==> config.mk <==
export PLATFORM = sky130hd
export DESIGN_NAME = pll_realign_core
export DESIGN_NICKNAME = d
export VERILOG_FILES = /design/src/rtl/pll_core_pkg.sv /design/src/rtl/pll_edge_divider.sv /design/src/rtl/pll_pfd.sv /design/src/rtl/pll_realign_core.sv
export SDC_FILE = /design/constraint.sdc
export NUM_CORES = 1
export LEC_CHECK = 0
export ABC_AREA = 1
export BUFFER_PORTS_ARGS = -buffer_cell sky130_fd_sc_hd__buf_2
export CORE_MARGIN = 2
export CORE_UTILIZATION = 50
export CTS_BUF_LIST = sky130_fd_sc_hd__clkbuf_16
export CTS_CLUSTER_SIZE = 12
export DETAILED_ROUTE_END_ITERATION = 10
export PLACE_DENSITY_LB_ADDON = 0.05
export SLEW_MARGIN = 30
export SYNTH_ARGS = -nofsm -noshare
export SYNTH_HDL_FRONTEND = slang
export SYNTH_SLANG_ARGS = --single-unit
export TNS_END_PERCENT = 20
==> constraint.sdc <==
create_clock -name clk -period 1.7 [get_ports clk]
set_input_delay 0.085 -clock clk [delete_from_list [all_inputs] [get_ports clk]]
set_output_delay 0.085 -clock clk [all_outputs]
set_load 0.02 [all_outputs]
==> src/rtl/pll_core_pkg.sv <==
// Package: shared widths and types for the realigning PLL core.
// Assumes ratios are carried as (ratio - 1) in RATIO_W bits.
package pll_core_pkg;
    localparam int RATIO_W = 12;

    typedef struct packed {
        logic up;
        logic dn;
    } pfd_state_t;
endpackage

==> src/rtl/pll_edge_divider.sv <==
// Module: edge-strobe divider. Counts single-cycle edge strobes and emits
// a registered one-cycle tick after lim+1 of them. A restart empties the
// count and discards a strobe arriving in the same cycle.
// Assumes edge_stb is at most one cycle wide per source edge.
module pll_edge_divider #(
    parameter int W = 12
) (
    input  logic         clk,
    input  logic         rst_n,
    input  logic         restart,
    input  logic         edge_stb,
    input  logic [W-1:0] lim,
    output logic         tick
);
    logic [W-1:0] cnt;
    logic         wrap;

    // Purpose: detect the edge that completes the programmed count.
    always_comb begin
        wrap = edge_stb && !restart && (cnt == lim);
    end

    // Purpose: advance or clear the edge count, register the tick.
    always_ff @(posedge clk) begin
        if (!rst_n) begin
            cnt  <= '0;
            tick <= 1'b0;
        end else begin
            tick <= wrap;
            if (restart || wrap) begin
                cnt <= '0;
            end else if (edge_stb) begin
                cnt <= cnt + 1'b1;
            end
        end
    end

    // a restart leaves an empty count behind.
    assert_restart_empties_R4: assert property (@(posedge clk) disable iff (!rst_n)
        restart |=> (cnt == '0));

    // a tick is only ever produced by an accepted edge one cycle earlier.
    assert_tick_from_edge_R2: assert property (@(posedge clk) disable iff (!rst_n)
        tick |-> ($past(edge_stb) && !$past(restart)));
endmodule

==> src/rtl/pll_pfd.sv <==
// Module: three-state phase-frequency detector on divided strobes.
// A ref tick raises up, an osc tick raises dn. When both are raised they
// are reloaded from the current ticks. Flush empties both flags.
// Assumes ticks are single-cycle registered strobes.
module pll_pfd
    import pll_core_pkg::*;
(
    input  logic       clk,
    input  logic       rst_n,
    input  logic       flush,
    input  logic       ref_tick,
    input  logic       osc_tick,
    output pfd_state_t st
);
    pfd_state_t nxt;

    // Purpose: compute the next detector flags.
    always_comb begin
        if (flush) begin
            nxt = '0;
        end else if (st.up && st.dn) begin
            nxt.up = ref_tick;
            nxt.dn = osc_tick;
        end else begin
            nxt.up = st.up || ref_tick;
            nxt.dn = st.dn || osc_tick;
        end
    end

    // Purpose: hold the detector flags.
    always_ff @(posedge clk) begin
        if (!rst_n) begin
            st <= '0;
        end else begin
            st <= nxt;
        end
    end

    // both flags raised never persist unless both ticks arrive together.
    assert_overlap_clears_R6: assert property (@(posedge clk) disable iff (!rst_n)
        (st.up && st.dn && !(ref_tick && osc_tick) && !flush) |=> !(st.up && st.dn));

    // a flush leaves no stale flag behind.
    assert_flush_empties_R7: assert property (@(posedge clk) disable iff (!rst_n)
        flush |=> (!st.up && !st.dn));
endmodule

==> src/rtl/pll_realign_core.sv <==
// Module: top of the realigning PLL digital core. Two dividers feed a
// phase-frequency detector. The active-low clear gates correction pulses;
// its release restarts only the reference divider and flushes the detector.
// Assumes all edge strobes are synchronous to clk, one cycle per edge.
module pll_realign_core
    import pll_core_pkg::*;
#(
    parameter int DIV_W = RATIO_W
) (
    input  logic             clk,
    input  logic             rst_n,
    input  logic             clr_n,
    input  logic             ref_edge,
    input  logic             osc_edge,
    input  logic [DIV_W-1:0] ref_div,
    input  logic [DIV_W-1:0] osc_div,
    output logic             up,
    output logic             down,
    output logic             ref_tick,
    output logic             osc_tick
);
    logic       clr_q;
    logic       release_cyc;
    pfd_state_t pfd_st;

    // Purpose: remember the previous clear level to find the release cycle.
    always_ff @(posedge clk) begin
        if (!rst_n) begin
            clr_q <= 1'b1;
        end else begin
            clr_q <= clr_n;
        end
    end

    // Purpose: flag the first high-clear cycle after a low one.
    always_comb begin
        release_cyc = clr_n && !clr_q;
    end

    pll_edge_divider #(.W(DIV_W)) u_ref_div (
        .clk      (clk),
        .rst_n    (rst_n),
        .restart  (release_cyc),
        .edge_stb (ref_edge),
        .lim      (ref_div),
        .tick     (ref_tick)
    );

    pll_edge_divider #(.W(DIV_W)) u_osc_div (
        .clk      (clk),
        .rst_n    (rst_n),
        .restart  (1'b0),
        .edge_stb (osc_edge),
        .lim      (osc_div),
        .tick     (osc_tick)
    );

    pll_pfd u_pfd (
        .clk      (clk),
        .rst_n    (rst_n),
        .flush    (release_cyc),
        .ref_tick (ref_tick),
        .osc_tick (osc_tick),
        .st       (pfd_st)
    );

    // Purpose: gate corrections while clear is low or just released.
    always_comb begin
        up   = pfd_st.up && clr_n && clr_q;
        down = pfd_st.dn && clr_n && clr_q;
    end

    // no correction while clear is held low.
    assert_clear_gates_R3: assert property (@(posedge clk) disable iff (!rst_n)
        !clr_n |-> (!up && !down));

    // the release cycle itself issues no correction.
    assert_release_quiet_R7: assert property (@(posedge clk) disable iff (!rst_n)
        (clr_n && $past(!clr_n)) |-> (!up && !down));
endmodule

======== Yosys cells after proc, flatten, opt, wreduce, memory -nomap -nowiden ========
Cells that the tools add are included.
storage, ports and cells
  output and inout bits ................... 4
  word-level logic and storage cells ...... 30
  memories kept ........................... 0
  RAM bits ................................ 0
  register bits ........................... 29
  latch bits .............................. 0
  input port bits ......................... 29
  bits in read-only memories .............. 0
operators by class
  reduce and logical (&&, ||, !) cells .... 17
  $add $sub $neg .......................... 2
  eq/ne operators ......................... 2
  bitwise logic cells ..................... 1
  muxes and demuxes ....................... 1
  $mul .................................... 0
  shift-type cells ........................ 0
  div/mod/pow operators ................... 0
  magnitude comparators ................... 0
operator list
  kind                                                             number
  12-bit by 1-bit adder with 12-bit output, second input constant  2
  12-bit equality test                                             2
  1-bit logical AND                                                9
  2-bit OR reduction                                               3
  1-bit logical OR                                                 3
  1-bit logical NOT                                                2
  2-bit 2-to-1 mux                                                 1
  1-bit NOT                                                        1

======== Longest topological paths before layout ========
  depth after elaboration ................. 7
  depth in mapped cells ................... 10
  mapped depth without buffers ............ 9

======== Hierarchy ========
A second synthesis with hierarchy kept.
second synthesis, totals
  cell total of the unflattened synthesis .. 346
  area total of the unflattened synthesis .. 2,015.7 um^2
modules (own cells, without submodules)
  module            times used  area an instance (um^2)  sequential area each (um^2)  cells an instance
  pll_edge_divider  2           940.9                    260.2                        162
  pll_pfd           1           80.1                     40.0                         12
  pll_realign_core  1           53.8                     20.0                         10

======== Worst setup path before layout ========
Ideal clock, no wire load.
  path type ............................... flip-flop to flip-flop
  start point ............................. register u_ref_div.cnt[0]
  end point ............................... register u_ref_div.cnt[10]
  slack ................................... 0.493 ns
  path buffers ............................ 0
  clock period less this slack ............ 1.207 ns
  required time ........................... 1.589 ns
  cell stages (with the launch flop) ...... 9
  arrival ................................. 1.096 ns
  library setup time ...................... 0.111 ns
  cells stage by stage .................... dfxtp_1 > ha_1 > nand3_1 > nor2_1 > nand2_1 > o21ai_0 > nand2_1 > inv_1 > nor2_1
on the way
  cells in the longest elaborated chain, start to end .. 4
  elaborated cells on any way between the ends .. 5
  classes of those cells .................. add/sub: 1; eq/ne: 1; reduce/logical: 3
RTL lines
  what                                                                              RTL line                RTL
  from (decl)                                                                       pll_edge_divider.sv:15  logic [W-1:0] cnt;
  from (signal assigned)                                                            pll_edge_divider.sv:33  cnt <= cnt + 1'b1;
  branches (longest 4 deep; another with 12-bit by 1-bit adder with 12-bit output)  --
Parallel ways; which one is timed is not known.
A chain may end at the register's enable or synchronous reset.

======== Worst setup path after layout ========
Same ends and word-level chain as after synthesis.

==> flow_summary_export.csv <==
group,metric,value,unit
outcome,run_status,"finished clean",
routing,avgViaCountPerCell,4.55,
global_route,pin_count_of_the_biggest_net_entering_global_routing,13,
floorplan,io-pin-count,33,
global_route,grt_use_total,0.204,
global_route,globalRouteOverflowTotal,0,
layout,area_growth_from_synthesis_to_layout,18.0,%
routing,finalWirelength,3790,um
synthesis,post_synth_num_cell_types,19,
global_route,globalRouteMet3Util,0.0330,
synthesis,synthesis.nets,343,
clocking,clk_transition_reported_paths,50,ps
timing,final_min_period_over_clock_period,0.809,
layout,finish.net_count,379,
global_route,antenna_found_initial,0,
timing,worst_pin_slew,291,ps
floorplan,core-area,0.00361,sq mm
worst_hold_path,worstHoldPathType,"input pin to flop",
worst_hold_path,holdCritStartpoint,"rst_n",
clocking,ctsHoldBuffers,0,
pwr,p_leak,1.07,nW
clocking,ctsHtreeMaxLevel,2,
synthesis,synth_warnings,0,
worst_setup_path,cp_top_delay_family,"simple AND/OR/NAND/NOR gates",
routing,vias,1807,
clocking,ctsLongestPathBuffers,2,
global_route,met2_usage,0.378,
synthesis,post_synth_inst_count,312,
floorplan,fp.dieArea,0.00421,sq mm
worst_setup_path,path_cells,"ha_1, nand3_1, nor2_1, nand2_1, o21ai_0, nand2_1, inv_1, nor2_1",
clocking,cts_root_buf,"clkbuf_16",
layout,number_of_fill_cells_in_the_layout,389,
worst_setup_path,worstPathBufferInverterCount,1,
routing,detailedRoute.firstPassIterationCount,4,
clocking,cts_num_sinks,29,
global_route,grt_pass1_vias,1673,
floorplan,dieWidth,64.9,um
layout,commonest_cells_after_routing_fill_and_taps_aside,"104 x nand2_1, 61 x nor2_1, 53 x inv_1",
worst_setup_path,critPathLaunchType,"flop",
synthesis,postSynthRegisterBits,29,
pwr,power.ir.vdd_worst,0.000506,V
layout,fin_util,0.606,
timing,max-slew-margin-rel,0.804,
routing,ant_nets,0,
synthesis,sequential_area_share_after_synthesis,0.313,
clocking,tritoncts,"done",
timing,number_of_failing_hold_endpoints_at_the_final_stage,0,
timing,period_minus_slack,1380,ps
worst_setup_path,worst_path_fanout_max,5,
synthesis,syn-mean-instance-area,5.94,sq um
placement,gp_congestion,0.755,
floorplan,die_height,64.9,um
worst_setup_path,setup.worst_path.class,"flop to flop",
timing,setup_tns_final,0,ps
clocking,cts_inserted_buffers,5,
synthesis,synth.cell_area,0.00185,sq mm
layout,multi_input_area,0.00103,sq mm
layout,layout-drive-gt1-share,0.138,
run,drv_cap,0,
timing,setup_viol_count_final,0,
layout,num_antenna_cells,0,
worst_setup_path,r2r_start,"u_ref_div.cnt[0]",
worst_setup_path,crit_required,1860,ps
floorplan,fp_rows,22,
worst_setup_path,crit_path_top_delay_cell,"dfxtp_1",
timing,max_freq,727,MHz
timing,final-max-slew-violation-count,0,
clocking,clkLatencyLatePin,270,ps
timing,finClkSkew,4.90,ps
clocking,postCtsResizedCells,0,
clocking,postCtsSetupBuffers,0,
pwr,power-per-cell-area,769,mW/mm^2
timing,rsz0062_at_grt,"no",
global_route,first_pass_grt_wire_length,6730,um
layout,sequential_cell_area,581,sq um
routing,route.detailed.drc,0,
placement,place.detailed.hpwl,2990,um
layout,final_common_cell,"nand2_1",
routing,dr.first_iter.drc_count,87,
global_route,grtUsageMet1,0.231,
worst_setup_path,critical_path.endpoint_type,"flop",
floorplan,initial_utilization,0.514,
placement,port_buffers,32,
worst_setup_path,crit_start,"u_ref_div.cnt[0]",
routing,drt-wirelength-per-cell,9.53,um
worst_setup_path,wp_data_arrival,1540,ps
worst_setup_path,crit_path_max_incr_delay,410,ps
global_route,gr-max-usage-layer,"met2",
metrics by stage:
step                hold WS (ps)  cells  total power [mW]  instance area (sq um)  setup WS [ps]
finish                      27.2    397              1.68                   2190            325
floorplan                    154    312             0.823                   1850            493
global placement             301    389             0.878                   2050            339
CTS                         25.1    397              1.71                   2190            318
global route                32.4    397              1.76                   2190            129
detailed placement           309    389             0.881                   2050            333
worst paths after layout:
check             cells after the start           endpoint  slack [ps]
setup / recovery                      8  u_ref_div.cnt[10]         320
hold / removal                        2              clr_q          30
setup reg to reg                      8  u_ref_div.cnt[10]         320
hold reg to reg                       2        u_pfd.st[1]         480
power by group:
group	switching [mW]	internal (mW)	leakage, nW
sequential	0.0113	0.692	0.235
clock	0.288	0.527	0.0687
combinational	0.0918	0.0710	0.765
cell type report:
| cell class | instances | area share |
|---|---|---|
| Clock buffer | 5 | 0.0572 |
| Multi-Input combinational cell | 223 | 0.471 |
| Timing Repair Buffer | 33 | 0.0767 |
| Inverter | 56 | 0.0962 |
| Sequential cell | 29 | 0.266 |
| Clock inverter | 3 | 0.00572 |
| Tap cell | 48 | 0.0275 |
worst register-to-register path, delay by kind of cell, from the launching register on:
family	cells	cell delay, ps
AND/OR/NAND/NOR	5	440
flip-flops	1	410
adder cells (fa/ha/maj)	1	200
AO/OA/AOI/OAI	1	160
buffers and inverters	1	50
flip-flops by register name (all words and copies together) (netlist names):
register and count:
u_pfd.st 2, clr_q 1, u_ref_div.tick 1, u_ref_div.cnt 12, u_osc_div.tick 1, u_osc_div.cnt 12
cell families (layout without fill, tap and decap cells):
family	Yosys count	in the layout	synth area share
xor+xnor	21	21	0.0993
simple gates	192	192	0.421
buf+inv	60	97	0.131
fa+ha+maj	2	2	0.0135
compound gates	8	8	0.0216
flops	29	29	0.313
synthesized netlist by cell type (all sizes together):
cell,count,area share
nand4,4,0.014
nor3,11,0.038
o21ai,4,0.011
buf,4,0.018
ha,2,0.014
a21oi,4,0.011
dfxtp,29,0.31
xor2,14,0.066
inv,56,0.11
nand3,8,0.022
nor2,63,0.13
xnor2,7,0.033
nand2,106,0.22
metal layers:
| metal | routed length, um | vias up |
|---|---|---|
| li1 | - | 993 |
| met3 | 136 | 8 |
| met5 | 0 | - |
| met4 | 60 | 0 |
| met2 | 1890 | 31 |
| met1 | 1700 | 775 |
(Power assumes the default switching activity.)
